## config.mk

```make
export PLATFORM = sky130hd
export DESIGN_NAME = serial_bank_ctrl
export DESIGN_NICKNAME = d
export VERILOG_FILES = /design/src/rtl/sbank_pkg.sv /design/src/rtl/sbank_loader.sv /design/src/rtl/sbank_regs.sv /design/src/rtl/sbank_map.sv /design/src/rtl/serial_bank_ctrl.sv
export SDC_FILE = /design/constraint.sdc
export NUM_CORES = 1
export LEC_CHECK = 0
export ABC_AREA = 1
export CAP_MARGIN = 20
export CORE_MARGIN = 1.5
export CORE_UTILIZATION = 30
export DETAILED_ROUTE_END_ITERATION = 16
export DONT_BUFFER_PORTS = 1
export SLEW_MARGIN = 5
export SYNTH_ARGS = -nofsm -noshare
export SYNTH_HDL_FRONTEND = slang
export SYNTH_SLANG_ARGS = --single-unit
```

## constraint.sdc

```tcl
create_clock -name clk -period 2.9 [get_ports clk]
set_input_delay 0.58 -clock clk [delete_from_list [all_inputs] [get_ports clk]]
set_output_delay 0.58 -clock clk [all_outputs]
set_load 0.005 [all_outputs]
```

## src/rtl/sbank_pkg.sv

```systemverilog
package sbank_pkg;

    localparam int REG_W = 5;
    localparam int CNT_W = $clog2(REG_W + 1);

    typedef logic [REG_W-1:0] regval_t;
    typedef logic [CNT_W-1:0] count_t;

    typedef enum logic [1:0] {
        TGT_CTRL   = 2'd0,
        TGT_CHR_A  = 2'd1,
        TGT_CHR_B  = 2'd2,
        TGT_PRG    = 2'd3
    } tgt_e;

    typedef enum logic [1:0] {
        MIR_SINGLE = 2'b00,
        MIR_RSV    = 2'b01,
        MIR_HORZ   = 2'b10,
        MIR_VERT   = 2'b11
    } mirror_e;

    // Control word, MSB first: bit4 .. bit0
    typedef struct packed {
        logic chr_split;    // 1: two independent 4 KB character banks
        logic prg_16k;      // 1: 16 KB program switching
        logic prg_lo_swap;  // 1: $8000 window swappable, $C000 fixed last
        logic mir_multi;    // 0: single screen
        logic mir_vert;     // 1: vertical, 0: horizontal
    } ctrl_t;

    localparam ctrl_t CTRL_RESET = '{chr_split: 1'b0, prg_16k: 1'b1,
                                     prg_lo_swap: 1'b1, mir_multi: 1'b0,
                                     mir_vert: 1'b0};

    typedef struct packed {
        logic    valid;
        tgt_e    tgt;
        regval_t value;
    } commit_t;

    function automatic mirror_e decode_mirror(input ctrl_t c);
        if (!c.mir_multi)
            return MIR_SINGLE;
        return c.mir_vert ? MIR_VERT : MIR_HORZ;
    endfunction

endpackage

```

## src/rtl/sbank_loader.sv

```systemverilog
module sbank_loader
    import sbank_pkg::*;
(
    input  logic    clk,
    input  logic    rst,
    input  logic    wr_en,
    input  tgt_e    wr_tgt,
    input  logic    wr_bit,
    input  logic    wr_clear,
    output commit_t commit,
    output logic    clear_pulse
);

    localparam count_t LAST_POS = count_t'(REG_W - 1);

    regval_t sr_q;
    count_t  cnt_q;
    tgt_e    tgt_q;

    logic    restart;
    regval_t base;
    count_t  cnt_eff;
    regval_t shifted;
    logic    accept;

    always_comb begin
        accept  = wr_en && !wr_clear;
        restart = (cnt_q != '0) && (wr_tgt != tgt_q);
        base    = restart ? '0 : sr_q;
        cnt_eff = restart ? '0 : cnt_q;
        shifted = {wr_bit, base[REG_W-1:1]};
    end

    always_comb begin
        commit.valid = accept && (cnt_eff == LAST_POS);
        commit.tgt   = wr_tgt;
        commit.value = shifted;
        clear_pulse  = wr_en && wr_clear;
    end

    always_ff @(posedge clk) begin
        if (rst) begin
            sr_q  <= '0;
            cnt_q <= '0;
            tgt_q <= TGT_CTRL;
        end else if (clear_pulse) begin
            sr_q  <= '0;
            cnt_q <= '0;
        end else if (accept) begin
            tgt_q <= wr_tgt;
            if (cnt_eff == LAST_POS) begin
                sr_q  <= '0;
                cnt_q <= '0;
            end else begin
                sr_q  <= shifted;
                cnt_q <= cnt_eff + 1'b1;
            end
        end
    end

    p_count_bound_r2: assert property (@(posedge clk) disable iff (rst)
        cnt_q <= LAST_POS);

    p_clear_empties_r3: assert property (@(posedge clk) disable iff (rst)
        clear_pulse |=> (cnt_q == '0));

    p_retarget_restart_r4: assert property (@(posedge clk) disable iff (rst)
        (accept && (cnt_q != '0) && (wr_tgt != tgt_q)) |=> (cnt_q == count_t'(1)));

    p_idle_holds_r12: assert property (@(posedge clk) disable iff (rst)
        !wr_en |=> $stable(cnt_q) && $stable(sr_q));

endmodule

```

## src/rtl/sbank_regs.sv

```systemverilog
module sbank_regs
    import sbank_pkg::*;
(
    input  logic    clk,
    input  logic    rst,
    input  commit_t commit,
    input  logic    clear_pulse,
    output ctrl_t   ctrl_q,
    output regval_t chr_a_q,
    output regval_t chr_b_q,
    output regval_t prg_q
);

    always_ff @(posedge clk) begin
        if (rst) begin
            ctrl_q  <= CTRL_RESET;
            chr_a_q <= '0;
            chr_b_q <= '0;
            prg_q   <= '0;
        end else if (clear_pulse) begin
            ctrl_q.prg_16k     <= 1'b1;
            ctrl_q.prg_lo_swap <= 1'b1;
        end else if (commit.valid) begin
            case (commit.tgt)
                TGT_CTRL:  ctrl_q  <= ctrl_t'(commit.value);
                TGT_CHR_A: chr_a_q <= commit.value;
                TGT_CHR_B: chr_b_q <= commit.value;
                TGT_PRG:   prg_q   <= commit.value;
                default:   ;
            endcase
        end
    end

    p_clear_mode_r3: assert property (@(posedge clk) disable iff (rst)
        clear_pulse |=> (ctrl_q.prg_16k && ctrl_q.prg_lo_swap));

    p_prg_hold_r2: assert property (@(posedge clk) disable iff (rst)
        !(commit.valid && commit.tgt == TGT_PRG) |=> $stable(prg_q));

    p_chr_hold_r4: assert property (@(posedge clk) disable iff (rst)
        !(commit.valid && commit.tgt == TGT_CHR_B) |=> $stable(chr_b_q));

endmodule

```

## src/rtl/sbank_map.sv

```systemverilog
module sbank_map
    import sbank_pkg::*;
#(
    parameter int PRG_W = 4
) (
    input  ctrl_t            ctrl_q,
    input  regval_t          chr_a_q,
    input  regval_t          chr_b_q,
    input  regval_t          prg_q,
    output logic [PRG_W-1:0] prg_lo_bank,
    output logic [PRG_W-1:0] prg_hi_bank,
    output regval_t          chr_lo_bank,
    output regval_t          chr_hi_bank,
    output mirror_e          mirror_mode
);

    localparam logic [PRG_W-1:0] PRG_LAST = '1;

    logic [PRG_W-1:0] prg_sel;

    generate
        if (PRG_W <= REG_W) begin : g_prg_trunc
            assign prg_sel = prg_q[PRG_W-1:0];
        end else begin : g_prg_pad
            assign prg_sel = {{(PRG_W-REG_W){1'b0}}, prg_q};
        end
    endgenerate

    always_comb begin
        if (!ctrl_q.prg_16k) begin
            prg_lo_bank = {prg_sel[PRG_W-1:1], 1'b0};
            prg_hi_bank = {prg_sel[PRG_W-1:1], 1'b1};
        end else if (ctrl_q.prg_lo_swap) begin
            prg_lo_bank = prg_sel;
            prg_hi_bank = PRG_LAST;
        end else begin
            prg_lo_bank = '0;
            prg_hi_bank = prg_sel;
        end
    end

    always_comb begin
        chr_lo_bank = chr_a_q;
        chr_hi_bank = ctrl_q.chr_split ? chr_b_q : chr_a_q + 1'b1;
        mirror_mode = decode_mirror(ctrl_q);
    end

endmodule

```

## src/rtl/serial_bank_ctrl.sv

```systemverilog
module serial_bank_ctrl
    import sbank_pkg::*;
#(
    parameter int PRG_W = 4
) (
    input  logic             clk,
    input  logic             rst,
    input  logic             wr_en,
    input  logic [1:0]       addr_sel,
    input  logic [7:0]       wr_data,
    output logic [PRG_W-1:0] prg_lo_bank,
    output logic [PRG_W-1:0] prg_hi_bank,
    output logic [4:0]       chr_lo_bank,
    output logic [4:0]       chr_hi_bank,
    output logic [1:0]       mirror_mode
);

    commit_t commit;
    logic    clear_pulse;
    ctrl_t   ctrl_q;
    regval_t chr_a_q, chr_b_q, prg_q;
    regval_t chr_lo_w, chr_hi_w;
    mirror_e mirror_w;

    sbank_loader u_loader (
        .clk         (clk),
        .rst         (rst),
        .wr_en       (wr_en),
        .wr_tgt      (tgt_e'(addr_sel)),
        .wr_bit      (wr_data[0]),
        .wr_clear    (wr_data[7]),
        .commit      (commit),
        .clear_pulse (clear_pulse)
    );

    sbank_regs u_regs (
        .clk         (clk),
        .rst         (rst),
        .commit      (commit),
        .clear_pulse (clear_pulse),
        .ctrl_q      (ctrl_q),
        .chr_a_q     (chr_a_q),
        .chr_b_q     (chr_b_q),
        .prg_q       (prg_q)
    );

    sbank_map #(.PRG_W(PRG_W)) u_map (
        .ctrl_q      (ctrl_q),
        .chr_a_q     (chr_a_q),
        .chr_b_q     (chr_b_q),
        .prg_q       (prg_q),
        .prg_lo_bank (prg_lo_bank),
        .prg_hi_bank (prg_hi_bank),
        .chr_lo_bank (chr_lo_w),
        .chr_hi_bank (chr_hi_w),
        .mirror_mode (mirror_w)
    );

    assign chr_lo_bank = chr_lo_w;
    assign chr_hi_bank = chr_hi_w;
    assign mirror_mode = mirror_w;

    p_pair_adjacent_r6: assert property (@(posedge clk) disable iff (rst)
        !ctrl_q.prg_16k |-> (prg_hi_bank == prg_lo_bank + 1'b1) && !prg_lo_bank[0]);

    p_last_fixed_r7: assert property (@(posedge clk) disable iff (rst)
        (ctrl_q.prg_16k && ctrl_q.prg_lo_swap) |-> (prg_hi_bank == '1));

    p_first_fixed_r8: assert property (@(posedge clk) disable iff (rst)
        (ctrl_q.prg_16k && !ctrl_q.prg_lo_swap) |-> (prg_lo_bank == '0));

    p_single_screen_r11: assert property (@(posedge clk) disable iff (rst)
        !ctrl_q.mir_multi |-> (mirror_mode == 2'b00));

endmodule

```

==> flow_summary.toml <==
[status]
status = "complete, no violations"

[synthesis]
synth.avg_cell_area_um2 = 6.456
async_reset_ff_share_pct = 0
ys_warn_count = 0
synth_cells = 231
syn_nets = 247
synth_area_leaders = "dfxtp_1 38%, nand2_1 17%, nor2_1 10%"
synth_edf_count = 0
post-synth-top-area-fraction_pct = 37.58
ys_seq_elements = 28
seq_area_frac_synth_pct = 37.58
synthDistinctLibCells = 24
synth_area_um2 = 1491
synth_area_leader_cell = "dfxtp_1"
ys.flop_type = "dfxtp_1"

[floorplan]
io_pins = 33
core_um2 = 4755
initial_core_util_pct = 31.37
die_h_um = 73.51
die_x_um = 73.51
rows = 25
die_area_um2 = 5404

[layout]
fillers = 546
fin_nets = 249
final_cells = 299
layout-drive-gt1-share_pct = 8.190
antenna_cells = 0
utilization_pct = 33.79
final_common_cell = "nand2_1"
area_growth_pct = 7.718
final_cell_mix = "67 x nand2_1, 40 x nor2_1, 33 x inv_1, 28 x dfxtp_1"

[worst_setup_path]
slowest_stage = "dfxtp_1"
critical_path.endpoint_type = "flip-flop"
cp.required_ns = 3.11
slowest_delay_ns = 0.37
r2r_end = "u_loader.sr_q[2]$_SDFFE_PP0P_"
cp_max_fo = 5
critical_path_arrival_ns = 2.15
crit_top_cell = "nand2_1"
critPathKind = "flip-flop to flip-flop"
path_cells = "inv_1, nand2_1, nand2_1, o21ai_2, inv_2, nor2_1, inv_1, ha_1, nand4_2, nand2_1, inv_1, nand2_1, a21oi_2"
timing.rr.start = "u_loader.tgt_q[0]$_SDFFE_PP0P_"
r2r_setup_slack_ns = 0.96
rr_worst_depth = 13
start_kind = "flip-flop"

[global_routing]
grt_max_degree = 17
grt_pass1_wl_um = 4995
overflow = 0
grt_usage_pct = 11.66
antenna_found_initial = 0
grt_pass1_vias = 1173

[sta]
finalSetupTns_ns = 0
rsz0062_at_grt = "false"
tightestPinTransition_ns = 0.4621
setup_slack_ns = 0.9616
period_share_pct = 66.84
setup-violations-final = 0
fmax_ghz = 0.5159
fin_crit_ns = 1.938
clock_skew_ns = 0.007981
maxSlewViolCount = 0
hold_viol_final = 0
relSlewSlack_pct = 69.16

[drt]
vias = 1329
drt_first_pass_iters = 4
via_per_inst = 4.445
wl_per_cell_um = 10.25
drt_iter0_drc = 52
routed_wirelength_um = 3064
drc = 0
ant_nets = 0

[placement]
dpl.cell_count = 295
globalplace.congestion = 0.7990
dp_hpwl_um = 2339
pre_cts_ws_ns = 0.7748
portBuffers = 0

[cts]
cts_max_path_buffers = 2
cts_buffers = 3
cts_tree = "done"
hold_buffers = 0
post_cts_buffers = 0
post_cts_resized = 0
cts-root-buf = "clkbuf_8"
clock_latency_ns = 0.28
clock_sinks = 28
htreeDepth = 1
clkTransAtPathRegs_ns = 0.10

[worst_hold_path]
hold-path-cell-count = 1
hp-class = "input port to flip-flop"
holdPathEnd = "u_regs.chr_b_q[4]$_SDFFE_PP0P_"
min_from = "rst"

[run]
cap_viol_max_count = 0

[pwr]
power_density_nw_per_um2 = 424.4
leakagePower_nw = 0.8209
ir_drop_mv = 0.2252
## critical path: cells and delay by family, from the launching register on
family | cells | cell delay, ns
AND/OR/NAND/NOR | 6 | 0.60
buffers and inverters | 4 | 0.38
flip-flops | 1 | 0.37
AO/OA/AOI/OAI | 2 | 0.33
adder cells (fa/ha/maj) | 1 | 0.20
## state kept, by name, indices dropped and copies added, names as in the netlist
signal and flops:
u_loader.cnt_q 3, u_regs.chr_a_q 5, u_regs.chr_b_q 5, u_loader.sr_q 4, u_loader.tgt_q 2, u_regs.ctrl_q 5, u_regs.prg_q 4
## where the power goes
group          switching (mW)  internal [mW]
logic                  0.0317         0.0119
clock network           0.126          0.122
registers             0.00265          0.388
total                   0.160          0.522
## stage by stage
step	power, mW	hold WS, ns	area [um^2]
2_1_floorplan	0.4367	0.4346	1491
3_3_place_gp	0.4430	0.4546	1551
3_5_place_dp	0.4437	0.4580	1551
4_1_cts	0.6854	0.3557	1607
5_1_grt	0.6970	0.3527	1607
6_report	0.6818	0.3578	1607
## layout make-up
type	count	area, um^2	area share, %
Clock buffer	4	55.05	3.427
Multi-Input combinational cell	163	768.2	47.82
Inverter	37	138.9	8.645
Sequential cell	28	560.5	34.89
Tap cell	67	83.83	5.218
## how the worst max path moves through the flow
stage	startpoint	endpoint	slack [ns]	depth (start not counted)
after floorplan	addr_sel[0]	u_regs.chr_b_q[0]$_SDFFE_PP0P_	0.99	14
after global placement	addr_sel[0]	u_regs.chr_b_q[1]$_SDFFE_PP0P_	0.80	14
after detailed placement	addr_sel[0]	u_regs.chr_b_q[2]$_SDFFE_PP0P_	0.77	14
after CTS	u_loader.tgt_q[0]$_SDFFE_PP0P_	u_loader.sr_q[3]$_SDFFE_PP0P_	0.96	13
after global routing	u_loader.tgt_q[0]$_SDFFE_PP0P_	u_regs.chr_b_q[1]$_SDFFE_PP0P_	0.79	14
final	u_loader.tgt_q[0]$_SDFFE_PP0P_	u_loader.sr_q[2]$_SDFFE_PP0P_	0.96	13
## cells by family after synthesis
family / share of synthesized area (%)
adder cells (fa/ha/maj): 2.517
AO/OA/AOI/OAI: 10.24
buffers and inverters: 10.91
AND/OR/NAND/NOR: 38.17
XOR/XNOR: 0.5874
flip-flops: 37.58
## routing by layer
layer | global-route usage [%] | wire (um) | vias up
met4 | 3.086 | 31 | 0
li1 | - | - | 711
met1 | 13.65 | 1458 | 594
met3 | 2.469 | 100 | 4
met5 | 0 | 0 | -
met2 | 21.32 | 1473 | 20
## cell usage after synthesis, drive strengths merged, types with 3 or more instances
cell type   n
nand2      70
buf         3
ha          3
inv        37
dfxtp      28
nor2       44
nor3        3
a21oi      15
nand3      13
o21ai       9
Note: power is estimated with default switching activity, not from simulation.
